File: config.mk
export PLATFORM = sky130hd
export DESIGN_NAME = sprite_eval
export DESIGN_NICKNAME = d
export VERILOG_FILES = /design/src/rtl/sprite_eval_pkg.sv /design/src/rtl/spr_range_chk.sv /design/src/rtl/spr_addr_walk.sv /design/src/rtl/sprite_eval.sv
export SDC_FILE = /design/constraint.sdc
export NUM_CORES = 1
export LEC_CHECK = 0
export ABC_AREA = 1
export BUFFER_PORTS_ARGS = -buffer_cell sky130_fd_sc_hd__buf_4
export CAP_MARGIN = 20
export CORE_MARGIN = 2
export CORE_UTILIZATION = 57
export DETAILED_ROUTE_END_ITERATION = 10
export PLACE_DENSITY = 0.88
export SYNTH_ARGS = -nofsm -noshare
export SYNTH_HDL_FRONTEND = slang
export SYNTH_HIERARCHICAL = 1
export SYNTH_SLANG_ARGS = --single-unit
File: constraint.sdc
create_clock -name clk -period 4.2 [get_ports clk]
set_input_delay 0.63 -clock clk [delete_from_list [all_inputs] [get_ports clk]]
set_output_delay 0.63 -clock clk [all_outputs]
set_load 0.01 [all_outputs]
File: src/rtl/sprite_eval_pkg.sv
package sprite_eval_pkg;
  localparam int BYTE_W  = 8;
  localparam int OFS_W   = 2;
  localparam int SHORT_H = 8;
  localparam int TALL_H  = 16;

  typedef enum logic [1:0] {
    STEP_HOLD,
    STEP_BYTE,
    STEP_SPRITE,
    STEP_SKEW
  } step_e;

  typedef enum logic [1:0] {
    EV_IDLE,
    EV_COPY,
    EV_HUNT
  } eval_mode_e;
endpackage

File: src/rtl/spr_range_chk.sv
module spr_range_chk
  import sprite_eval_pkg::*;
(
  input  logic [BYTE_W-1:0] line_i,
  input  logic [BYTE_W-1:0] ypos_i,
  input  logic              tall_i,
  output logic              hit_o
);
  localparam logic [BYTE_W-1:0] SHORT_C = BYTE_W'(SHORT_H);
  localparam logic [BYTE_W-1:0] TALL_C  = BYTE_W'(TALL_H);

  logic [BYTE_W-1:0] diff;

  always_comb begin
    diff  = line_i - ypos_i;
    hit_o = diff < (tall_i ? TALL_C : SHORT_C);
  end
endmodule

File: src/rtl/spr_addr_walk.sv
module spr_addr_walk
  import sprite_eval_pkg::*;
#(
  parameter int IDX_W = 6
) (
  input  logic             clk,
  input  logic             rst_n,
  input  logic             clear_i,
  input  step_e            step_i,
  output logic [IDX_W-1:0] idx_o,
  output logic [OFS_W-1:0] ofs_o,
  output logic             wrap_o
);
  logic [IDX_W-1:0] idx_q;
  logic [OFS_W-1:0] ofs_q;

  always_ff @(posedge clk or negedge rst_n) begin
    if (!rst_n) begin
      idx_q <= '0;
      ofs_q <= '0;
    end else if (clear_i) begin
      idx_q <= '0;
      ofs_q <= '0;
    end else begin
      unique case (step_i)
        STEP_BYTE:   ofs_q <= ofs_q + 1'b1;
        STEP_SPRITE: begin
          idx_q <= idx_q + 1'b1;
          ofs_q <= '0;
        end
        STEP_SKEW: begin
          idx_q <= idx_q + 1'b1;
          ofs_q <= ofs_q + 1'b1;
        end
        default: ;
      endcase
    end
  end

  assign idx_o  = idx_q;
  assign ofs_o  = ofs_q;
  assign wrap_o = (&idx_q) && (step_i == STEP_SPRITE || step_i == STEP_SKEW);
endmodule

File: src/rtl/sprite_eval.sv
module sprite_eval
  import sprite_eval_pkg::*;
#(
  parameter int N_SPR      = 64,
  parameter int SLOTS      = 8,
  parameter int DOT_W      = 9,
  parameter int EVAL_FIRST = 65,
  parameter int EVAL_LAST  = 256
) (
  input  logic                                clk,
  input  logic                                rst_n,
  input  logic [DOT_W-1:0]                    dot,
  input  logic [BYTE_W-1:0]                   scanline,
  input  logic                                tall_sprites,
  output logic [$clog2(N_SPR)+OFS_W-1:0]      oam_addr,
  input  logic [BYTE_W-1:0]                   oam_rdata,
  output logic                                sec_wr,
  output logic [$clog2(SLOTS)+OFS_W-1:0]      sec_addr,
  output logic [BYTE_W-1:0]                   sec_data,
  output logic                                overflow
);
  localparam int IDX_W  = $clog2(N_SPR);
  localparam int SLOT_W = $clog2(SLOTS);
  localparam logic [DOT_W-1:0]  FIRST_D   = DOT_W'(EVAL_FIRST);
  localparam logic [DOT_W-1:0]  LAST_D    = DOT_W'(EVAL_LAST);
  localparam logic [DOT_W-1:0]  ARM_D     = DOT_W'(EVAL_FIRST - 1);
  localparam logic              FIRST_ODD = 1'((EVAL_FIRST % 2) != 0);
  localparam logic [SLOT_W:0]   SLOTS_C   = (SLOT_W+1)'(SLOTS);
  localparam logic [OFS_W-1:0]  OFS_LAST  = '1;

  logic              in_win, rd_ph, act, arm, hit, wrap;
  logic [BYTE_W-1:0] data_q;
  logic [IDX_W-1:0]  idx;
  logic [OFS_W-1:0]  ofs;
  step_e             step;
  eval_mode_e        mode_q, mode_n;
  logic [SLOT_W:0]   found_q, found_n;
  logic              ovf_q, ovf_n, wr_c;

  assign in_win = (dot >= FIRST_D) && (dot <= LAST_D);
  assign rd_ph  = in_win && (dot[0] == FIRST_ODD);
  assign act    = in_win && (dot[0] != FIRST_ODD);
  assign arm    = (dot == ARM_D);

  spr_range_chk u_range (
    .line_i (scanline),
    .ypos_i (data_q),
    .tall_i (tall_sprites),
    .hit_o  (hit)
  );

  spr_addr_walk #(.IDX_W(IDX_W)) u_walk (
    .clk     (clk),
    .rst_n   (rst_n),
    .clear_i (arm),
    .step_i  (step),
    .idx_o   (idx),
    .ofs_o   (ofs),
    .wrap_o  (wrap)
  );

  always_comb begin
    step    = STEP_HOLD;
    wr_c    = 1'b0;
    found_n = found_q;
    mode_n  = mode_q;
    ovf_n   = ovf_q;
    if (act) begin
      unique case (mode_q)
        EV_COPY: begin
          if (ofs == '0 && !hit) begin
            step = STEP_SPRITE;
          end else begin
            wr_c = 1'b1;
            if (ofs == OFS_LAST) begin
              step    = STEP_SPRITE;
              found_n = found_q + 1'b1;
              if (found_n == SLOTS_C) mode_n = EV_HUNT;
            end else begin
              step = STEP_BYTE;
            end
          end
        end
        EV_HUNT: begin
          if (hit) begin
            ovf_n  = 1'b1;
            mode_n = EV_IDLE;
          end else begin
            step = STEP_SKEW;
          end
        end
        default: ;
      endcase
      if (wrap) mode_n = EV_IDLE;
    end
  end

  always_ff @(posedge clk or negedge rst_n) begin
    if (!rst_n) begin
      mode_q  <= EV_IDLE;
      found_q <= '0;
      ovf_q   <= 1'b0;
      data_q  <= '0;
    end else begin
      if (rd_ph) data_q <= oam_rdata;
      if (arm) begin
        mode_q  <= EV_COPY;
        found_q <= '0;
        ovf_q   <= 1'b0;
      end else begin
        mode_q  <= mode_n;
        found_q <= found_n;
        ovf_q   <= ovf_n;
      end
    end
  end

  assign oam_addr = {idx, ofs};
  assign sec_wr   = wr_c;
  assign sec_addr = {found_q[SLOT_W-1:0], ofs};
  assign sec_data = data_q;
  assign overflow = ovf_q;
endmodule

==> out/metrics.yaml <==
status:
  outcome: "finished clean"
power:
  pwr_density_cell_nw_per_um2: 354
  p_leak_nw: 1.27
  vdd_ir_drop_max_mv: 0.190
clock_network:
  ctsResizeCount: 0
  cts.path.max_buffers: 2
  cts_tree: "yes"
  cts_root_buffer: "clkbuf_4"
  clock_latency_ns: 0.32
  post_cts_buffers: 0
  cts.sinks: 23
  path_clk_slew_ns: 0.14
  ctsHoldBuffers: 0
  htreeDepth: 1
  cts-buffers-inserted: 3
global_routing:
  grt-ovfl-total: 0
  track_usage: 0.226
  grt_max_degree: 24
  grt_pass1_wl_um: 6510
  grt_pass1_vias: 1612
  antenna_found_initial: 0
routing:
  vias: 1788
  drc_errors: 0
  avgRoutedWirePerCell_um: 11.2
  drtPass1Iterations: 6
  final_antenna_net_count: 0
  routed_via_density: 4.97
  drt-total-wl_um: 4030
  drt_iter0_markers: 97
floorplan:
  die_h_um: 61.5
  pin_count: 51
  num_rows: 20
  initial_core_util: 0.607
  core_um2: 3100
  die-area_um2: 3780
  die_w_um: 61.5
timing:
  period_share: 0.773
  fin_tns_setup_ns: 0
  fin_crit_ns: 3.25
  fin_ws_ns: 0.952
  fmax_mhz: 308
  drv_slew: 0
  rsz0062_at_grt: "false"
  setup_viol_count_final: 0
  slew_headroom: 0.639
  clock_skew_ns: 0.00796
  hold_viol_final: 0
  worst_pin_slew_ns: 0.541
finish:
  final_cell_area_um2: 2290
  nNetsFinal: 356
  finish.utilization: 0.740
  antenna-diode-count: 0
  syn_to_final_growth_pct: 21.9
  final_layout_size_suffix_gt1_frac: 0.301
setup_path:
  path_class: "reg -> out"
  end_kind: "output pin"
  cp-start-kind: "register"
  crit_fanout: 6
  arrival_ns: 2.62
  crit_required_ns: 3.57
placement:
  post-place-ws_ns: 0.693
  gp_congestion: 0.798
  port_buffers: 50
  place_area_um2: 2270
  dpl.hpwl_um: 3200
synthesis:
  avgSynthCellArea_um2: 7.03
  syn_inst: 268
  seq_area_frac_synth: 0.306
  ys_warn_count: 6
  synth_seq_cells: 23
  synth.distinct_cells: 32
  synth_fp_nets: 307
  synth_area_um2: 1880
worst_hold_path:
  min_path_type: "in -> async"
job:
  max_cap_viol_count: 0
==> final timing paths <==
kind / end / from / slack [ns] / cells after the start
min reg2reg: found_q[3] / found_q[3] / 0.52 / 2
max reg2reg: mode_q[0] / sec_data[3] / 0.97 / 25
max in group asynchronous: sec_data[0] / rst_n / 3.79 / 1
min: u_walk/idx_o[4] / rst_n / 0.18 / 1
max: sec_wr / sec_data[3] / 0.95 / 15
min in group clk: sec_data[6] / oam_rdata[6] / 0.50 / 3
==> layout make-up <==
type	instances	area [um^2]
multi-input cells	194	1090
fillers	275	808
flip-flops and latches	23	576
repair buffers	51	383
inverters	44	165
well taps	44	55.1
clock buffers	3	22.5
clock inverters	1	5.00
==> power by group <==
group          internal (mW)  switching (mW)  total, mW
Clock                 0.0356          0.0730      0.109
Combinational          0.173           0.214      0.388
Sequential             0.265          0.0519      0.316
Total                  0.473           0.339      0.813
==> sequential cells by signal, summed over array words and instances (netlist names) <==
| register | count |
|---|---|
| sec_data | 8 |
| u_walk/idx_o | 6 |
| u_walk/ofs_o | 2 |
| found_q | 4 |
| overflow | 1 |
| mode_q | 2 |
==> per-stage QoR <==
step / total power, mW / cells / hold slack, ns
global route: 0.881 / 360 / 0.173
floorplan: 0.576 / 268 / 0.334
detailed placement: 0.706 / 356 / 0.491
CTS: 0.815 / 360 / 0.183
global placement: 0.691 / 356 / 0.481
finish: 0.813 / 360 / 0.176
==> cells in the mapped netlist <==
master	n	area, um^2
nor2_2	5	31.3
nand3_4	2	35.0
nor2_1	18	67.6
dfrtp_1	23	576
buf_6	1	11.3
and2_1	1	6.26
o21ai_4	1	16.3
nand2_4	2	22.5
nor3_1	1	5.00
nor2_8	1	20.0
xor2_1	1	8.76
o21bai_4	1	18.8
xnor2_1	1	8.76
nand3_1	19	95.1
a21oi_1	5	25.0
nor3_2	1	10.0
nand3b_1	1	7.51
nor2_4	4	45.0
a31oi_1	1	6.26
a211oi_1	2	15.0
ha_1	11	138
buf_4	5	37.5
nand4_1	3	18.8
nand2_1	89	334
buf_2	1	5.00
nand3_2	1	10.0
a21oi_2	1	8.76
o21ai_1	10	50.1
xnor2_2	1	16.3
inv_2	9	33.8
nand2_2	11	68.8
inv_1	35	131
==> critical path, stage by stage (launching register included) <==
cell and delay, ns:
dfrtp_1 0.39, inv_1 0.06, ha_1 0.35, nand2_1 0.10
nand2_1 0.07, a31oi_1 0.17, xnor2_1 0.14, ha_1 0.24
nand2_1 0.08, nand3_1 0.07, nor2_1 0.14, inv_1 0.09
nand2_1 0.10, nand2_1 0.05, nor2_1 0.12, buf_4 0.13
==> cell usage in the layout, fill, tap and decap left out, drive strengths merged, types with 2 or more instances in the layout <==
cell type  synthesis  layout
a211oi             2       2
buf                7      51
o21ai             11      11
nor2              28      28
nand3             22      22
nand4              3       3
nand2            102     102
nor3               2       2
dfrtp             23      23
xnor2              2       2
inv               44      44
clkbuf             0       3
a21oi              6       6
ha                11      11
==> layer usage <==
layer | part of all wire | routed length, um | track usage
met5 | 0 | 0 | 0
met2 | 0.50 | 2000 | 0.412
met3 | 0.048 | 193 | 0.0252
met4 | 0.0097 | 39 | 0.0760
met1 | 0.45 | 1790 | 0.278
==> cells by family (layout without fill, tap and decap cells) <==
kind of cell	after synthesis	after routing	share of synthesized area
XOR/XNOR	3	3	0.0179
buffers and inverters	51	99	0.116
adder cells (fa/ha/maj)	11	11	0.0731
AND/OR/NAND/NOR	159	159	0.413
AO/OA/AOI/OAI	21	21	0.0744
flip-flops	23	23	0.306
Note: power is estimated with default switching activity, not from simulation.
